==> src/rtl/tw_pkg.sv <==
package tw_pkg;
  localparam int DATA_W  = 8;
  localparam int ADDR_W  = 5;
  localparam int CNT_W   = $clog2(DATA_W);
  localparam logic [ADDR_W-1:0] ADDR_BURST = '1;
  localparam logic [ADDR_W-1:0] ADDR_LAST  = ADDR_BURST - 1'b1;

  typedef enum logic [2:0] {
    ST_IDLE, ST_CMD, ST_WDATA, ST_RDATA, ST_SKIP
  } tw_state_e;

  // command byte fields, msb first
  typedef struct packed {
    logic              wr_en;
    logic              ram;
    logic [ADDR_W-1:0] addr;
    logic              rd;
  } tw_cmd_t;
endpackage

==> src/rtl/tw_sync.sv <==
module tw_sync #(
  parameter int WIDTH  = 1,
  parameter int STAGES = 2
) (
  input  logic             clk,
  input  logic             rst_n,
  input  logic [WIDTH-1:0] d,
  output logic [WIDTH-1:0] q
);
  logic [WIDTH-1:0] stage_q [STAGES];

  for (genvar s = 0; s < STAGES; s++) begin : g_stage
    if (s == 0) begin : g_first
      always_ff @(posedge clk or negedge rst_n) begin
        if (!rst_n) stage_q[s] <= '0;
        else        stage_q[s] <= d;
      end
    end else begin : g_next
      always_ff @(posedge clk or negedge rst_n) begin
        if (!rst_n) stage_q[s] <= '0;
        else        stage_q[s] <= stage_q[s-1];
      end
    end
  end

  assign q = stage_q[STAGES-1];
endmodule

==> src/rtl/tw_edge.sv <==
module tw_edge #(
  parameter int WIDTH = 1
) (
  input  logic             clk,
  input  logic             rst_n,
  input  logic [WIDTH-1:0] level,
  output logic [WIDTH-1:0] rise,
  output logic [WIDTH-1:0] fall
);
  logic [WIDTH-1:0] prev_q;

  always_ff @(posedge clk or negedge rst_n) begin
    if (!rst_n) prev_q <= '0;
    else        prev_q <= level;
  end

  assign rise = level & ~prev_q;
  assign fall = ~level & prev_q;
endmodule

==> src/rtl/tw_frame.sv <==
module tw_frame
  import tw_pkg::*;
(
  input  logic              clk,
  input  logic              rst_n,
  input  logic              ce_s,
  input  logic              ce_rise,
  input  logic              sclk_s,
  input  logic              sclk_rise,
  input  logic              sclk_fall,
  input  logic              din_s,
  input  logic [DATA_W-1:0] acc_rdata,
  output logic              acc_wr,
  output logic              acc_rd,
  output logic              acc_ram,
  output logic [ADDR_W-1:0] acc_addr,
  output logic [DATA_W-1:0] acc_wdata,
  output logic              sd_out,
  output logic              sd_oe
);
  tw_state_e         state_q, state_d;
  logic [CNT_W-1:0]  cnt_q, cnt_d;
  logic [DATA_W-1:0] sh_q, sh_d, rbuf_q, rbuf_d, wdata_q, wdata_d;
  tw_cmd_t           cmd_q, cmd_d, cmd_in;
  logic [ADDR_W-1:0] addr_q, addr_d;
  logic              burst_q, burst_d;
  logic              wr_q, wr_d, rd_q, rd_d, oe_q, oe_d, out_q, out_d;
  logic [DATA_W-1:0] shifted;
  logic              last_bit;

  function automatic logic [ADDR_W-1:0] addr_step(input logic [ADDR_W-1:0] a);
    return (a == ADDR_LAST) ? '0 : a + 1'b1;
  endfunction

  assign shifted  = {din_s, sh_q[DATA_W-1:1]};
  assign cmd_in   = tw_cmd_t'(shifted);
  assign last_bit = (cnt_q == CNT_W'(DATA_W - 1));

  always_comb begin
    state_d = state_q;  cnt_d   = cnt_q;   sh_d    = sh_q;
    cmd_d   = cmd_q;    addr_d  = addr_q;  burst_d = burst_q;
    rbuf_d  = rbuf_q;   wdata_d = wdata_q; out_d   = out_q;
    oe_d    = 1'b0;     wr_d    = 1'b0;    rd_d    = 1'b0;
    if (rd_q) rbuf_d = acc_rdata;
    if (wr_q && burst_q) addr_d = addr_step(addr_q);
    if (!ce_s) begin
      state_d = ST_IDLE;
      cnt_d   = '0;
    end else begin
      case (state_q)
        ST_IDLE: begin
          if (ce_rise) begin
            state_d = sclk_s ? ST_SKIP : ST_CMD;
            cnt_d   = '0;
          end
        end
        ST_CMD: begin
          if (sclk_rise) begin
            sh_d  = shifted;
            cnt_d = cnt_q + 1'b1;
            if (last_bit) begin
              cmd_d   = cmd_in;
              burst_d = (cmd_in.addr == ADDR_BURST);
              addr_d  = (cmd_in.addr == ADDR_BURST) ? '0 : cmd_in.addr;
              if (cmd_in.rd) begin
                rd_d    = 1'b1;
                state_d = ST_RDATA;
              end else begin
                state_d = cmd_in.wr_en ? ST_WDATA : ST_SKIP;
              end
            end
          end
        end
        ST_WDATA: begin
          if (sclk_rise) begin
            sh_d  = shifted;
            cnt_d = cnt_q + 1'b1;
            if (last_bit) begin
              wr_d    = 1'b1;
              wdata_d = shifted;
              if (!burst_q) state_d = ST_SKIP;
            end
          end
        end
        ST_RDATA: begin
          oe_d = oe_q;
          if (sclk_rise) begin
            oe_d = 1'b0;
          end else if (sclk_fall) begin
            oe_d  = 1'b1;
            out_d = rbuf_q[cnt_q];
            cnt_d = cnt_q + 1'b1;
            if (last_bit && burst_q) begin
              addr_d = addr_step(addr_q);
              rd_d   = 1'b1;
            end
          end
        end
        default: ;
      endcase
    end
  end

  always_ff @(posedge clk or negedge rst_n) begin
    if (!rst_n) begin
      state_q <= ST_IDLE; cnt_q   <= '0;   sh_q    <= '0;
      cmd_q   <= '0;      addr_q  <= '0;   burst_q <= 1'b0;
      rbuf_q  <= '0;      wdata_q <= '0;   out_q   <= 1'b0;
      oe_q    <= 1'b0;    wr_q    <= 1'b0; rd_q    <= 1'b0;
    end else begin
      state_q <= state_d; cnt_q   <= cnt_d;   sh_q    <= sh_d;
      cmd_q   <= cmd_d;   addr_q  <= addr_d;  burst_q <= burst_d;
      rbuf_q  <= rbuf_d;  wdata_q <= wdata_d; out_q   <= out_d;
      oe_q    <= oe_d;    wr_q    <= wr_d;    rd_q    <= rd_d;
    end
  end

  assign acc_wr    = wr_q;
  assign acc_rd    = rd_q;
  assign acc_ram   = cmd_q.ram;
  assign acc_addr  = addr_q;
  assign acc_wdata = wdata_q;
  assign sd_out    = out_q;
  assign sd_oe     = oe_q;
endmodule

==> src/rtl/tw_serial_slave.sv <==
module tw_serial_slave
  import tw_pkg::*;
#(
  parameter int SYNC_STAGES = 2
) (
  input  logic              clk,
  input  logic              rst_n,
  input  logic              ce,
  input  logic              sclk,
  input  logic              sdata_in,
  output logic              sdata_out,
  output logic              sdata_oe,
  output logic              acc_wr,
  output logic              acc_rd,
  output logic              acc_ram,
  output logic [ADDR_W-1:0] acc_addr,
  output logic [DATA_W-1:0] acc_wdata,
  input  logic [DATA_W-1:0] acc_rdata
);
  logic ce_s, sclk_s, din_s;
  logic ce_rise, sclk_rise, sclk_fall, ce_fall_unused;

  tw_sync #(.WIDTH(3), .STAGES(SYNC_STAGES)) u_sync (
    .clk(clk), .rst_n(rst_n),
    .d({sdata_in, sclk, ce}),
    .q({din_s, sclk_s, ce_s})
  );

  tw_edge #(.WIDTH(2)) u_edge (
    .clk(clk), .rst_n(rst_n),
    .level({sclk_s, ce_s}),
    .rise({sclk_rise, ce_rise}),
    .fall({sclk_fall, ce_fall_unused})
  );

  tw_frame u_frame (
    .clk(clk), .rst_n(rst_n),
    .ce_s(ce_s), .ce_rise(ce_rise),
    .sclk_s(sclk_s), .sclk_rise(sclk_rise), .sclk_fall(sclk_fall),
    .din_s(din_s), .acc_rdata(acc_rdata),
    .acc_wr(acc_wr), .acc_rd(acc_rd), .acc_ram(acc_ram),
    .acc_addr(acc_addr), .acc_wdata(acc_wdata),
    .sd_out(sdata_out), .sd_oe(sdata_oe)
  );
endmodule

==> config.mk <==
export PLATFORM = sky130hd
export DESIGN_NAME = tw_serial_slave
export DESIGN_NICKNAME = d
export VERILOG_FILES = /design/src/rtl/tw_pkg.sv /design/src/rtl/tw_sync.sv /design/src/rtl/tw_edge.sv /design/src/rtl/tw_frame.sv /design/src/rtl/tw_serial_slave.sv
export SDC_FILE = /design/constraint.sdc
export NUM_CORES = 1
export LEC_CHECK = 0
export BUFFER_PORTS_ARGS = -buffer_cell sky130_fd_sc_hd__buf_4
export CAP_MARGIN = 10
export CORE_MARGIN = 2
export CORE_UTILIZATION = 52
export CTS_CLUSTER_SIZE = 40
export DETAILED_ROUTE_END_ITERATION = 16
export PLACE_DENSITY = 0.85
export SLEW_MARGIN = 10
export SYNTH_ARGS = -nofsm -noshare
export SYNTH_HDL_FRONTEND = slang
export SYNTH_HIERARCHICAL = 1
export SYNTH_SLANG_ARGS = --single-unit
==> constraint.sdc <==
create_clock -name clk -period 1.9 [get_ports clk]
set_clock_uncertainty 0.15 [all_clocks]
set_input_delay 0 -clock clk [delete_from_list [all_inputs] [get_ports clk]]
set_output_delay 0 -clock clk [all_outputs]
set_load 0.01 [all_outputs]
==> results of run 1 <==
==> routing by layer <==
metal	vias up	routed length, um	part of all wire [%]
met1	959	2390	42
li1	879	-	-
met5	-	0	0
met2	78	2790	49
met3	20	333	5.9
met4	0	177	3.1
==> metrics by stage <==
stage	area [sq um]	hold WS, ps
after floorplan	2450	-446
after global placement	2810	-110
after detailed placement	2810	-104
after CTS	3050	86.0
after global routing	3110	119
final	3110	78.9
==> cells in the final DEF (no fill, tap or decap), types with 2 or more instances in the layout <==
cell type,count
o32ai_1,2
a21oi_1,10
nand3b_1,3
a22oi_1,2
dfrtp_1,48
mux2_2,16
ha_1,2
nor2_1,12
inv_2,2
o21ai_0,3
and4b_1,2
inv_1,3
a22o_1,2
a211oi_1,3
mux2i_1,3
and2b_2,3
o221ai_1,2
mux2_4,8
buf_4,58
nand2_1,9
clkbuf_8,5
buf_6,2
and4_1,2
nand4b_1,4
nor2b_1,3
nand2b_1,5
mux4_2,2
nand3_1,2
dlygate4sd3_1,12
clkinvlp_4,2
or3_4,2
nor4_1,2
nor3_1,5
==> cell type report <==
class	instances	share of cell area [%]
clock buffer	5	2.21
clock inverter	3	0.763
inverter	5	0.603
multi-input combinational	136	37.2
timing repair buffer	72	18.6
tap	52	2.09
sequential	48	38.6
==> worst max-delay path, stage by stage (launching register included) <==
cell and delay (ps):
dfrtp_1 380, ha_2 200, ha_4 150, nand2_2 60
or4_4 430, buf_6 160, mux2_4 290
==> worst min path at each step <==
| stage | slack (ps) | to |
|---|---|---|
| 6_report | 80 | u_frame/acc_wdata[0] |
| 4_1_cts | 90 | u_frame/acc_wdata[0] |
| 5_1_grt | 120 | u_frame/acc_wdata[0] |
| 3_5_place_dp | -100 | u_frame/sh_q[6] |
| 2_1_floorplan | -450 | u_edge/prev_q[0] |
| 3_3_place_gp | -110 | u_frame/acc_ram |
==> sequential cells by signal, summed over array words and instances (netlist names), 2 cells and up <==
| name | cells |
|---|---|
| u_frame/cnt_q | 3 |
| u_frame/acc_addr | 5 |
| u_frame/acc_wdata | 8 |
| u_sync/stage_q | 3 |
| u_sync/q | 3 |
| u_frame/rbuf_q | 8 |
| u_frame/sh_q | 7 |
| u_frame/state_q | 3 |
| u_edge/prev_q | 2 |
==> power by group <==
group / leakage [nW] / total, mW / switching (mW) / internal, mW
combinational: 0.788 / 0.180 / 0.0839 / 0.0959
sequential: 0.651 / 1.07 / 0.0256 / 1.04
clock: 0.0404 / 0.619 / 0.358 / 0.261
total: 1.48 / 1.87 / 0.467 / 1.40
==> repair_timing <==
action | in CTS | in global routing
hold buffers | 12 | 0
endpoints found under the setup margin | 11 | 16
endpoints found under the hold margin | 59 | 0
gates cloned | 1 | 1
pin swaps | 1 | 3
setup buffers | 1 | 6
gates resized for setup | 5 | 6
==> metrics.md, run 1 <==
| Metric | Value |
|---|---|
| Hold Crit Class | in2async |
| CP startpoint | u_frame/cnt_q[0] |
| Core ar. | 0.00441 sq mm |
| Status | finished with violations |
| Antenna cell count | 0 |
| Routed vias/inst | 6.03 |
| Antenna-violating nets left | 0 |
| Detailed Routing Iterations Pass 1 | 4 |
| Final setup fails | 9 |
| Max FO, Critical Path | 5 |
| RSZ-0062 raised after global routing | yes |
| GPL Wtd Cong | 0.789 |
| Global-route wire length before repair | 9020 um |
| Syn Nets | 220 |
| Avg Cell Area, Syn | 11.9 sq um |
| Largest net degree at the start of global routing | 49 |
| Detailed placement HPWL | ~3500 um |
| Layout Nets | about 290 |
| CTS tree | built |
| Layout Utilization | 70.5% |
| Root buf cell | clkbuf_8 |
| Worst slack, placed | -23.0 ps |
| DRC viols | 0 |
| Final hold vios | 0 |
| Static leakage | 1.48 nW |
| Gr busiest metal | met2 |
| Initial Utilization | 54.6% |
| Iteration-0 DRC Markers | 177 |
| Slew headroom | roughly 61% |
| Total Routing Usage GR | a little under a quarter |
| Clock slew at reported path FFs | 100 ps |
| R2R Path Start | u_frame/cnt_q[0] |
| Power Density | 600 mW/mm^2 |
| Worst Path Arrival | 1980 ps |
| Reg2reg end | u_frame/acc_wdata[5] |
| Worst Slack Setup Final | -38.7 ps |
| GR Util met2 | 35.2% |
| Die height | 72.1 um |
| Post-layout minimum cycle time | 1940 ps |
| Met1 global-route usage | 31.3% |
| Synth-to-Final Area Change | 29.1% |
| Met3 Resource Use GR | 4.58% |
| Reg2reg path depth | 6 |
| Vias post-DR | approximately 1900 |
| Max frequency | around 520 MHz |
| IO buf count | 30 |
| Vias in the first global route | 1878 |
| Fill cells | 304 |
| # IOs | 31 |
| Register cell area after layout | 0.00120 sq mm |
| Worst Max-Slew Pin Slew | between 500 and 600 ps |
| Footprint of the multi-input gates | about 0.0012 sq mm |
| Final slew viol count | 0 |
| Worst setup SP type | flop |
| Routed WL per cell | 17.7 um |
| Initial antenna violation count | 0 |
| Synth Instances | between 200 and 250 |
| Clk_lat worst skew | between 300 and 400 ps |
| DIE WIDTH | 72.1 um |
| CP Capture Point | u_frame/acc_wdata[5] |
| Die area | 0.00520 sq mm |
| Worst Path Class, Setup | reg2reg |
| Final Power | 1.87 mW |
| Maximum level of the CTS H-tree | 2 |
| Period Utilization, post-route | 102% |
| TNS Setup | -171 ps |
| Gr ovfl total | 0 |
| Worst VDD drop | 0.600 mV |
| Setup crit end kind | flop |
| Worst-case clock buffer depth | 2 |
| Failing checks | negative setup slack |
| Flop2flop setup slack | -40 ps |
| Share of layout cells above drive strength 1 | 42.4% |
| Post-placement cell count | 292 |
| Num CTS Buffers | 5 |
| Sink Count | 48 |
| Max Cap Viol | 0 |
| Cell area after synthesis | 0.00241 sq mm |
| Worst path required time | 1940 ps |
| Routed wire length | roughly 5700 um |
| Row count | 24 |
| Non-Filler Instances | 321 |
| YS warnings | 6 |
No activity file was read; power rests on OpenSTA's default activity.
==> run 2, diff against run 1 <==
--- a/config.mk
+++ b/config.mk
@@ -8,10 +8,11 @@
 export BUFFER_PORTS_ARGS = -buffer_cell sky130_fd_sc_hd__buf_4
 export CAP_MARGIN = 10
 export CORE_MARGIN = 2
-export CORE_UTILIZATION = 52
+export CORE_UTILIZATION = 54
+export CTS_BUF_LIST = sky130_fd_sc_hd__clkbuf_8
 export CTS_CLUSTER_SIZE = 40
 export DETAILED_ROUTE_END_ITERATION = 16
-export PLACE_DENSITY = 0.85
+export PLACE_DENSITY = 0.87
 export SLEW_MARGIN = 10
 export SYNTH_ARGS = -nofsm -noshare
 export SYNTH_HDL_FRONTEND = slang
==> run 2 against run 1 <==
  * The run still ends with negative setup slack left
  * First-iteration DRC count decreased by 24%
  * Clock-buffer cell count increased by 2
  * Worst hold slack improved by 14 ps
  * Sequential cell count unchanged
  * Sequential power about the same
  * Maximum frequency decreased by 2.6%
  * Global-route usage increased by 1.3 points
  * Die area decreased by 3.5%
  * Via count decreased by 0.21%
  * Final area increased by 0.48%
  * Sequential share of layout area decreased by 0.11 points
  * Cell count decreased by 1.6%
  * Largest cell class unchanged
==> metrics.md, run 2 (same netlist as run 1, synthesis figures left out) <==
| Metric | Value |
|---|---|
| Period Utilization, post-route | 105% |
| Switch Pwr | 0.453 mW |
| Hold Crit Class | in2async |
| Die area | 0.00502 sq mm |
| Power Internal | 1.60 mW |
| Final slew viol count | 0 |
| Layout Utilization | around 72% |
| Post-layout minimum cycle time | roughly 2000 ps |
| Combinational power share | 8.8% |
| Worst Slack Setup Final | -91.4 ps |
| Antenna cell count | 0 |
| Most frequent cells in the layout | buf_4 (54), dfrtp_1 (46), mux2_2 (16) |
| Clk_lat worst skew | 310 ps |
| Vias post-DR | 1932 |
| Worst VDD drop | between 0.7 and 0.8 mV |
| DIE WIDTH | around 71 um |
| Static leakage | 1.47 nW |
| Register cell area after layout | 0.00120 sq mm |
| Routed vias/inst | a little over 6 |
| Routed WL per cell | around 18 um |
| Net Sw Frac | 22.0% |
| Initial antenna violation count | 0 |
| Failing checks | negative setup slack |
| Reg2reg path depth | 6 |
| Max frequency | 502 MHz |
| Final hold vios | 0 |
| # IOs | 31 |
| Largest net degree at the start of global routing | 49 |
| IO buf count | 30 |
| Setup crit end kind | flop |
| TNS Setup | -779 ps |
| DRC viols | 0 |
| Root buf cell | clkbuf_8 |
| Core ar. | 0.00432 sq mm |
| Commonest non-fill, non-tap cell in the layout | buf_4 |
| Power Density | 657 mW/mm^2 |
| Gr ovfl total | 0 |
| CTS tree | built |
| Share of layout cells above drive strength 1 | 42.4% |
| Layout Nets | 280 |
| Slew headroom | 60.0% |
| Status | finished with violations |
| Worst-case clock buffer depth | 2 |
| Fill cells | 302 |
| Initial Utilization | 55.8% |
| Global-route wire length before repair | around 9000 um |
| Detailed Routing Iterations Pass 1 | 6 |
| Total Routing Usage GR | roughly a quarter |
| Antenna-violating nets left | 0 |
| Synth-to-Final Area Change | 29.7% |
| Row count | 24 |
| Clock slew at reported path FFs | about 90 ps |
| Worst Max-Slew Pin Slew | approximately 600 ps |
| Worst Path Arrival | 2030 ps |
| Num CTS Buffers | 5 |
| Max FO, Critical Path | 5 |
| Worst Path Class, Setup | reg2reg |
| Detailed placement HPWL | about 3500 um |
| Maximum level of the CTS H-tree | 2 |
| Clock power frac | around two fifths |
| Iteration-0 DRC Markers | 134 |
| Flop2flop setup slack | -90 ps |
| Worst setup SP type | flop |
| R2R Path Start | u_frame/cnt_q[1] |
| Flop pwr share | between 50% and 60% |
| Worst path required time | 1940 ps |
| Final setup fails | 12 |
| Max Cap Viol | 0 |
| Die height | about 71 um |
| RSZ-0062 raised after global routing | yes |
| Sink Count | 48 |
| Vias in the first global route | 1819 |
| GPL Wtd Cong | 0.831 |
| Routed wire length | 5840 um |
| CP startpoint | u_frame/cnt_q[1] |
| Footprint of the multi-input gates | roughly 0.0012 sq mm |
| Reg2reg end | u_frame/acc_wdata[5] |
[run 2: final cells by class]
class | count | share of cell area (%)
clock buffers | 7 | 3.08
clock inverters | 1 | 0.960
inverters | 5 | 0.600
multi-input cells | 135 | 37.3
well taps | 52 | 2.08
repair buffers | 68 | 17.5
flip-flops and latches | 48 | 38.5
[run 2: power groups by stage]
stage                     Combinational (mW)  Sequential [mW]  Clock, mW
after floorplan                       0.0886             1.08          0
after global placement                 0.143             1.09          0
after detailed placement               0.149             1.09          0
after CTS                              0.174             1.07      0.804
after global routing                   0.194             1.07      0.859
final                                  0.180             1.07      0.803
[run 2: how the worst max path moves through the flow]
stage | slack (ps) | end | cells past startpoint
after floorplan | -70 | u_frame/acc_wdata[0] | 6
final | -90 | u_frame/acc_wdata[5] | 6
after global routing | -140 | u_frame/acc_addr[0] | 7
after global placement | 8 | u_frame/acc_wdata[1] | 6
after CTS | -9 | u_frame/acc_wdata[5] | 6
after detailed placement | -30 | u_frame/acc_wdata[5] | 6
[run 2: stage by stage]
| stage | instances | area [sq um] | setup WS [ps] | hold WS (ps) | total power, mW |
|---|---|---|---|---|---|
| 2_1_floorplan | 203 | 2450 | -65.4 | -446 | 1.17 |
| 3_3_place_gp | 291 | 2800 | 8.21 | -114 | 1.23 |
| 3_5_place_dp | 291 | 2800 | -31.1 | -105 | 1.24 |
| 4_1_cts | 314 | 3090 | -9.26 | 106 | 2.05 |
| 5_1_grt | 316 | 3130 | -143 | 143 | 2.13 |
| 6_report | 316 | 3130 | -91.4 | 92.7 | 2.05 |
[run 2: critical path, stage by stage, from the launching register on]
cell and delay (ps):
dfrtp_1 400, ha_2 210, ha_4 150, nand2_2 70
or4_4 440, buf_6 160, mux2_4 290
[run 2: repair_timing]
| item | in CTS | in global routing |
|---|---|---|
| hold endpoints to repair | 59 | 0 |
| buffers inserted | 2 | 2 |
| setup endpoints to repair | 19 | 19 |
| resized for setup | 7 | 9 |
| hold buffers | 12 | 0 |
| cloned | 1 | 0 |
| pin swaps | 2 | 2 |
[run 2: metal layers]
layer | track usage (%) | vias up | routed length [um]
met4 | 7.13 | 0 | 120
met3 | 5.70 | 11 | 266
met5 | 0 | - | 0
met2 | 40.3 | 69 | 3000
li1 | - | 867 | -
met1 | 31.0 | 985 | 2450
